$ cat config.mk
export PLATFORM = sky130hd
export DESIGN_NAME = sort_route_fabric
export DESIGN_NICKNAME = d
export VERILOG_FILES = /design/src/rtl/srf_pkg.sv /design/src/rtl/srf_control.sv /design/src/rtl/srf_datapath.sv /design/src/rtl/sort_route_fabric.sv
export SDC_FILE = /design/constraint.sdc
export NUM_CORES = 2
export LEC_CHECK = 0
export ABC_AREA = 1
export BUFFER_PORTS_ARGS = -buffer_cell sky130_fd_sc_hd__buf_2
export CAP_MARGIN = 20
export CORE_AREA = 2 2 290 292
export DETAILED_ROUTE_END_ITERATION = 10
export DIE_AREA = 0 0 292 294
export PLACE_DENSITY = 0.66
export SYNTH_ARGS = -nofsm -noshare
export SYNTH_HDL_FRONTEND = slang
export SYNTH_SLANG_ARGS = --single-unit
export TNS_END_PERCENT = 1
$ cat constraint.sdc
create_clock -name clk -period 12.2 [get_ports clk]
set_input_delay 1.22 -clock clk [delete_from_list [all_inputs] [get_ports clk]]
set_output_delay 1.22 -clock clk [all_outputs]
set_load 0.03 [all_outputs]
$ cat src/rtl/srf_pkg.sv
package srf_pkg;
  localparam int LOGN         = 3;
  localparam int NPORT        = 1 << LOGN;
  localparam int SORT_STAGES  = LOGN * (LOGN + 1) / 2;
  localparam int ROUTE_STAGES = LOGN;
  localparam int STAGES       = SORT_STAGES + ROUTE_STAGES;

  typedef logic [LOGN-1:0] tag_t;

  typedef struct packed {
    logic [STAGES-1:0] stageEn;
  } strobes_t;
endpackage

$ cat src/rtl/srf_control.sv
module srf_control import srf_pkg::*; (
  input  logic             clk,
  input  logic             rst,
  input  logic [NPORT-1:0] inValid,
  input  tag_t             inTag [NPORT],
  output strobes_t         stb,
  output logic             dupErr
);
  logic [STAGES-1:0] occ;
  logic [STAGES-1:0] dupPipe;
  logic              anyIn;
  logic              dupNow;

  always_comb begin
    anyIn  = |inValid;
    dupNow = 1'b0;
    for (int i = 0; i < NPORT; i++) begin
      for (int j = i + 1; j < NPORT; j++) begin
        if (inValid[i] && inValid[j] && (inTag[i] == inTag[j])) dupNow = 1'b1;
      end
    end
  end

  always_ff @(posedge clk) begin
    if (rst) begin
      occ     <= '0;
      dupPipe <= '0;
    end else begin
      occ     <= {occ[STAGES-2:0], anyIn};
      dupPipe <= {dupPipe[STAGES-2:0], dupNow};
    end
  end

  // a stage loads when its feeder holds cells or it must empty itself
  always_comb stb.stageEn = occ | {occ[STAGES-2:0], anyIn};

  assign dupErr = dupPipe[STAGES-1];

  // flag low in the first cycle after reset
  a_r8_flag_after_reset: assert property (@(posedge clk) disable iff (rst)
    $past(rst) |-> !dupErr);

  // a flagged batch always carries cells at the last stage
  a_r6_flag_has_cells: assert property (@(posedge clk) disable iff (rst)
    dupErr |-> occ[STAGES-1]);
endmodule

$ cat src/rtl/srf_datapath.sv
module srf_datapath import srf_pkg::*; #(
  parameter int DATA_W = 8
) (
  input  logic              clk,
  input  logic              rst,
  input  strobes_t          stb,
  input  logic [NPORT-1:0]  inValid,
  input  tag_t              inTag  [NPORT],
  input  logic [DATA_W-1:0] inData [NPORT],
  output logic [NPORT-1:0]  outValid,
  output logic [DATA_W-1:0] outData [NPORT]
);
  logic [NPORT-1:0]  curV [STAGES+1];
  tag_t              curT [STAGES+1][NPORT];
  logic [DATA_W-1:0] curD [STAGES+1][NPORT];
  logic [NPORT-1:0]  nxV  [STAGES];
  tag_t              nxT  [STAGES][NPORT];
  logic [DATA_W-1:0] nxD  [STAGES][NPORT];
  logic [NPORT-1:0]  regV [STAGES];
  tag_t              regT [STAGES][NPORT];
  logic [DATA_W-1:0] regD [STAGES][NPORT];

  assign curV[0] = inValid;
  assign curT[0] = inTag;
  assign curD[0] = inData;

  for (genvar s = 0; s < STAGES; s++) begin : g_tap
    assign curV[s+1] = regV[s];
    assign curT[s+1] = regT[s];
    assign curD[s+1] = regD[s];
  end

  // bitonic sorter: phase p merges runs of 2^p, step q compares at distance 2^(q-1)
  for (genvar p = 1; p <= LOGN; p++) begin : g_phase
    for (genvar q = p; q >= 1; q--) begin : g_step
      localparam int S = p * (p - 1) / 2 + (p - q);
      localparam int J = 1 << (q - 1);
      localparam int K = 1 << p;
      logic [NPORT-1:0]  vn;
      tag_t              tn [NPORT];
      logic [DATA_W-1:0] dn [NPORT];
      logic [LOGN:0]     keyA, keyB;
      logic              swap;
      int                l;

      always_comb begin
        vn   = curV[S];
        tn   = curT[S];
        dn   = curD[S];
        keyA = '0;
        keyB = '0;
        swap = 1'b0;
        l    = 0;
        for (int i = 0; i < NPORT; i++) begin
          if ((i & J) == 0) begin
            l    = i + J;
            keyA = {~curV[S][i], curT[S][i]};
            keyB = {~curV[S][l], curT[S][l]};
            swap = ((i & K) == 0) ? (keyA > keyB) : (keyA < keyB);
            if (swap) begin
              vn[i] = curV[S][l];  vn[l] = curV[S][i];
              tn[i] = curT[S][l];  tn[l] = curT[S][i];
              dn[i] = curD[S][l];  dn[l] = curD[S][i];
            end
          end
        end
      end

      assign nxV[S] = vn;
      assign nxT[S] = tn;
      assign nxD[S] = dn;
    end
  end

  // shuffle-exchange router, one tag bit per stage, MSB first
  for (genvar t = 0; t < ROUTE_STAGES; t++) begin : g_route
    localparam int S = SORT_STAGES + t;
    localparam int B = LOGN - 1 - t;
    logic [NPORT-1:0]  shV;
    tag_t              shT [NPORT];
    logic [DATA_W-1:0] shD [NPORT];
    logic [NPORT-1:0]  vn;
    tag_t              tn [NPORT];
    logic [DATA_W-1:0] dn [NPORT];
    int                r;

    always_comb begin
      shV = '0;
      shT = '{default: '0};
      shD = '{default: '0};
      vn  = '0;
      tn  = '{default: '0};
      dn  = '{default: '0};
      r   = 0;
      for (int i = 0; i < NPORT; i++) begin
        r      = ((i << 1) | (i >> (LOGN - 1))) & (NPORT - 1);
        shV[r] = curV[S][i];
        shT[r] = curT[S][i];
        shD[r] = curD[S][i];
      end
      for (int i = 0; i < NPORT / 2; i++) begin
        if (shV[2*i] && !shT[2*i][B]) begin
          vn[2*i] = 1'b1; tn[2*i] = shT[2*i]; dn[2*i] = shD[2*i];
        end else if (shV[2*i+1] && !shT[2*i+1][B]) begin
          vn[2*i] = 1'b1; tn[2*i] = shT[2*i+1]; dn[2*i] = shD[2*i+1];
        end
        if (shV[2*i] && shT[2*i][B]) begin
          vn[2*i+1] = 1'b1; tn[2*i+1] = shT[2*i]; dn[2*i+1] = shD[2*i];
        end else if (shV[2*i+1] && shT[2*i+1][B]) begin
          vn[2*i+1] = 1'b1; tn[2*i+1] = shT[2*i+1]; dn[2*i+1] = shD[2*i+1];
        end
      end
    end

    assign nxV[S] = vn;
    assign nxT[S] = tn;
    assign nxD[S] = dn;
  end

  always_ff @(posedge clk) begin
    for (int s = 0; s < STAGES; s++) begin
      if (rst) begin
        regV[s] <= '0;
        regT[s] <= '{default: '0};
        regD[s] <= '{default: '0};
      end else if (stb.stageEn[s]) begin
        regV[s] <= nxV[s];
        regT[s] <= nxT[s];
        regD[s] <= nxD[s];
      end
    end
  end

  assign outValid = curV[STAGES];
  assign outData  = curD[STAGES];

  // sorter output ordered by {not valid, tag}
  for (genvar i = 0; i < NPORT - 1; i++) begin : g_chk_sorted
    a_r5_sorted: assert property (@(posedge clk) disable iff (rst)
      {~curV[SORT_STAGES][i], curT[SORT_STAGES][i]} <=
      {~curV[SORT_STAGES][i+1], curT[SORT_STAGES][i+1]});
  end

  // no sort stage gains or loses a cell
  for (genvar s = 0; s < SORT_STAGES; s++) begin : g_chk_count
    a_r3_count_kept: assert property (@(posedge clk) disable iff (rst)
      $countones(curV[s+1]) == $past($countones(curV[s])));
  end

  // delivered cell sits on the port its tag names
  for (genvar p = 0; p < NPORT; p++) begin : g_chk_port
    a_r1_port_match: assert property (@(posedge clk) disable iff (rst)
      curV[STAGES][p] |-> (curT[STAGES][p] == tag_t'(p)));
  end

  // a stage left disabled must not hold live cells
  for (genvar s = 0; s < STAGES; s++) begin : g_chk_gate
    a_r7_gate_safe: assert property (@(posedge clk) disable iff (rst)
      !stb.stageEn[s] |-> (curV[s+1] == '0));
  end
endmodule

$ cat src/rtl/sort_route_fabric.sv
module sort_route_fabric import srf_pkg::*; #(
  parameter int DATA_W = 8
) (
  input  logic                    clk,
  input  logic                    rst,
  input  logic [NPORT-1:0]        inValid,
  input  logic [NPORT*LOGN-1:0]   inTags,
  input  logic [NPORT*DATA_W-1:0] inData,
  output logic [NPORT-1:0]        outValid,
  output logic [NPORT*DATA_W-1:0] outData,
  output logic                    dupErr
);
  tag_t              tagArr  [NPORT];
  logic [DATA_W-1:0] dataArr [NPORT];
  logic [DATA_W-1:0] outArr  [NPORT];
  strobes_t          stb;

  for (genvar i = 0; i < NPORT; i++) begin : g_lane
    assign tagArr[i]                     = inTags[i*LOGN +: LOGN];
    assign dataArr[i]                    = inData[i*DATA_W +: DATA_W];
    assign outData[i*DATA_W +: DATA_W]   = outArr[i];
  end

  srf_control u_ctl (
    .clk     (clk),
    .rst     (rst),
    .inValid (inValid),
    .inTag   (tagArr),
    .stb     (stb),
    .dupErr  (dupErr)
  );

  srf_datapath #(.DATA_W(DATA_W)) u_dp (
    .clk      (clk),
    .rst      (rst),
    .stb      (stb),
    .inValid  (inValid),
    .inTag    (tagArr),
    .inData   (dataArr),
    .outValid (outValid),
    .outData  (outArr)
  );
endmodule

==> results.md <==
Timing:
- The accumulated negative setup slack is 0 ns.
- In this run the tightest slew margin relative to its limit is 30.5%.
- The final worst clock skew is 0.0364 ns.
- The post-route worst setup slack is 8.54 ns.
- The final number of max-transition violations is 0.
- The worst path in the final design needs a cycle of 3.66 ns, including I/O delays and setup.
- The maximum clock frequency is 0.273 GHz.
- The number of hold violations in the final report is 0.
- The count of final setup violators is 0.
- The share of the clock period used by the worst path after layout is 30.0%.
- The worst-margin pin slew is 1.04 ns.
- Setup repair after global routing left no endpoint under its margin.

Pwr:
- The combinational fraction of design power is 14.1%.
- Cell internal power was estimated by the tool at 5.42 mW.
- For this design the static power due to leakage is 17.7 nW.
- The analysis attributes to net switching a power of 2.06 mW.
- In this run switching power makes up 27.6% of total power.
- The portion of total power attributed to the clock network is 38.4%.
- VDD sags by at most 0.108 mV.
- The power per standard cell area is 165 mW/mm².
- The part of the power in registers is 47.6%.

Placement:
- The estimated wirelength of the detail-placed design is 71.3 mm.
- The final weighted congestion in routability-driven placement is 1.01.
- The number of instances in the placed design is 5,128.
- The pre-CTS setup slack is 7.85 ns.
- The total of buffers placed on input and output ports is 170.

Detailed routing:
- The routed via count is 28,697.
- Once detail routing completed, the nets flagged for antenna violations numbered 0.
- Dividing the detail-routed wire length by the instance count gives 18.3 µm.
- The total DRC errors in the routed layout is 0.
- The count of TritonRoute iterations in the first routing pass is 8.
- The violation count after the first detailed-routing iteration is 2,608.
- After detailed routing, the total wire length is 96.9 mm.
- The per-cell via count in the routed design is 5.42.

Min path:
- For hold timing, the worst endpoint is u_ctl.dupPipe[7].
- The worst hold path begins at u_ctl.dupPipe[6].
- The worst hold path passes through 2 cells.
- The classification of the worst-slack hold path is register to register.

Finish:
- The post-layout net count is 4,347.
- The share of layout cells above drive strength 1 is 9.92%.
- Leaving out fill and tap cells, the most frequent cell in the layout is sky130_fd_sc_hd__edfxtp_1.
- Relative to the synthesized area, the layout overhead comes to 10.1%.
- In the layout the commonest cells are 816 x sky130_fd_sc_hd__edfxtp_1, 714 x sky130_fd_sc_hd__nor2_1, 673 x sky130_fd_sc_hd__nand2_1, 423 x sky130_fd_sc_hd__a21oi_1, 352 x sky130_fd_sc_hd__inv_1.
- The finished layout holds 5,295 standard cells, fillers aside.

Worst setup path:
- At the worst endpoint, the required time is 12.47 ns.
- The cell at the slowest stage of the critical path is sky130_fd_sc_hd__clkinv_1.
- The number of gates on the worst path with buffers counted is 4.
- The number of cells on the worst reg-to-reg path is 7.
- Setup slack on the worst reg-to-reg path comes out at 9.20 ns.
- The worst setup path is captured at a register.
- The category of cells accounting for the largest share of critical-path delay is buffers and inverters.
- The signal on the critical path passes through buf_2 > clkinv_1 > nand3_4 > buf_4.
- In this run the critical register-to-register path is captured at u_dp.regT[2][16].
- For this run, the slowest stage of the critical path takes 0.80 ns.
- The kind of launch point of the worst setup path is a primary input.
- By startpoint and endpoint, the worst setup path is classified as primary input to register.
- Of all nets on the critical path, the largest fanout is 72.
- The critical path contains buffers and inverters numbering 3 combined.
- The launch instance of the worst register-to-register path is u_dp.regV[1][3].
- The arrival time of the worst setup path is 3.93 ns.

Global routing:
- The number of global-route vias before repair is 26,737.
- The initial antenna violation count came to 0.
- The first global-routing pass estimated 151 mm of wire.
- Entering global routing, the biggest net connects 97 pins.
- The residual overflow from global routing is 0.
- The total track usage is 22.7%.

Clock tree:
- The count of buffers added by post-CTS timing repair for setup is 0.
- CTS saw 834 sinks.
- The clock root buffer master is sky130_fd_sc_hd__clkbuf_16.
- The H-tree depth is 3.
- After clock tree synthesis, the clock-pin slew on the worst setup and hold paths is 0.06 ns.
- TritonCTS built the clock tree.
- The later pin in the worst-skew pair is clocked with a latency of 0.66 ns.
- Clock tree synthesis inserted a total of 89 buffers.
- The number of gates resized after cts is 0.
- The maximum buffer depth of the clock tree is 3.
- After clock tree synthesis, the flow added hold-fix buffers numbering 0.

Yosys:
- The gate count of the mapped netlist is 4,146.
- Yosys printed 0 warnings.
- After synthesis, the netlist uses 30 different library cells.
- The netlist area before placement is 0.0411 mm².
- The number of nets in the synthesized netlist is 4,352.
- Sequential cells were found to cover 60.5% of the synthesized design area.
- Averaged over all synthesized cells, the footprint is 9.90 µm².
- Counting flops and latches in the post-synthesis netlist gives 834.

Die:
- The floorplan step defined a die boundary enclosing 0.0858 mm².
- The die is 294 µm tall.
- The starting density of the core is 49.5%.
- The floorplan step defined a core boundary enclosing 0.0829 mm².
- Row generation in the floorplan step produced 106 rows.
- The I/O pin total is 171.
- The width of the chip is 292 µm.

Job:
- The number of violations of the max-capacitance limit is 0.

Outcome:
- The flow ran to the end, and the final reports show no timing, DRC or antenna violations.
## final cells by class
type	count	area, µm²
Inverter	385	1450
Tap cell	1080	1350
Timing Repair Buffer	204	1130
Fill cell	7088	37700
Clock buffer	110	2340
Multi-Input combinational cell	2627	13300
Antenna cell	1	2.50
Sequential cell	834	24900
Clock inverter	54	801
## how the worst max path moves through the flow
| stage | from | end |
|---|---|---|
| after global placement | rst | u_dp.regD[0][2] |
| final | rst | u_dp.regD[0][10] |
| after CTS | rst | u_dp.regT[0][11] |
| after detailed placement | rst | u_dp.regD[0][10] |
| after global routing | rst | u_dp.regD[0][16] |
| after floorplan | inValid[4] | u_dp.regD[0][0] |
## synthesized netlist by cell type, drive strengths merged
| library cell | n | area (µm²) |
|---|---|---|
| dfxtp | 18 | 360 |
| buf | 199 | 1230 |
| ha | 108 | 1350 |
| nor2 | 727 | 2800 |
| nor3 | 1 | 5.00 |
| edfxtp | 816 | 24500 |
| nand4 | 22 | 138 |
| clkinv | 13 | 48.8 |
| o211ai | 6 | 45.0 |
| o22ai | 88 | 551 |
| nand2 | 673 | 2530 |
| nand3 | 23 | 115 |
| o21ai | 323 | 1640 |
| a21oi | 436 | 2230 |
| clkbuf | 101 | 383 |
| a211oi | 216 | 1710 |
| inv | 372 | 1400 |
| and2 | 1 | 6.26 |
| xnor2 | 3 | 26.3 |
## power groups by stage
stage / Clock, mW / Combinational (mW) / Sequential (mW)
3_5_place_dp: 0 / 1.04 / 3.61
3_3_place_gp: 0 / 1.01 / 3.61
5_1_grt: 3.02 / 1.19 / 3.58
4_1_cts: 2.91 / 1.05 / 3.55
2_1_floorplan: 0 / 0.809 / 3.55
6_report: 2.87 / 1.05 / 3.56
## kinds of logic (layout without fill, tap and decap cells)
group / Yosys count / in the layout / share of synthesized area [%]
simple gates: 1447 / 1447 / 13.6
compound gates: 1069 / 1069 / 15.0
flops: 834 / 834 / 60.5
buf+inv: 685 / 753 / 7.45
fa+ha+maj: 108 / 108 / 3.29
xor+xnor: 3 / 3 / 0.0640
other cells: 0 / 1 / 0
## registers in the layout, indices dropped and copies added (netlist names)
signal,cells
u_ctl.dupPipe,9
u_ctl.occ,9
u_dp.regV,72
u_dp.regT,168
u_dp.regD,576
## layer usage
| layer | track usage [%] | share of wire [%] |
|---|---|---|
| met3 | 2.81 | 4.7 |
| met2 | 40.6 | 51 |
| met5 | 0 | 0 |
| met4 | 10.6 | 4.8 |
| met1 | 27.1 | 40 |
## worst min-delay path, stage by stage (launching register included)
cell	delay [ns]
sky130_fd_sc_hd__dfxtp_1	0.29
sky130_fd_sc_hd__inv_1	0.04
sky130_fd_sc_hd__nor2_1	0.03
## stage by stage
| step | hold WS [ns] | utilization, % | area, µm² | power [mW] |
|---|---|---|---|---|
| floorplan | 0.388 | - | 41100 | 4.36 |
| global placement | 0.390 | 50.7 | 42000 | 4.62 |
| detailed placement | 0.394 | 50.7 | 42000 | 4.66 |
| global route | 0.402 | 54.5 | 45200 | 7.79 |
| CTS | 0.381 | 54.5 | 45200 | 7.51 |
| finish | 0.378 | 54.5 | 45200 | 7.48 |
(Power assumes the default switching activity.)
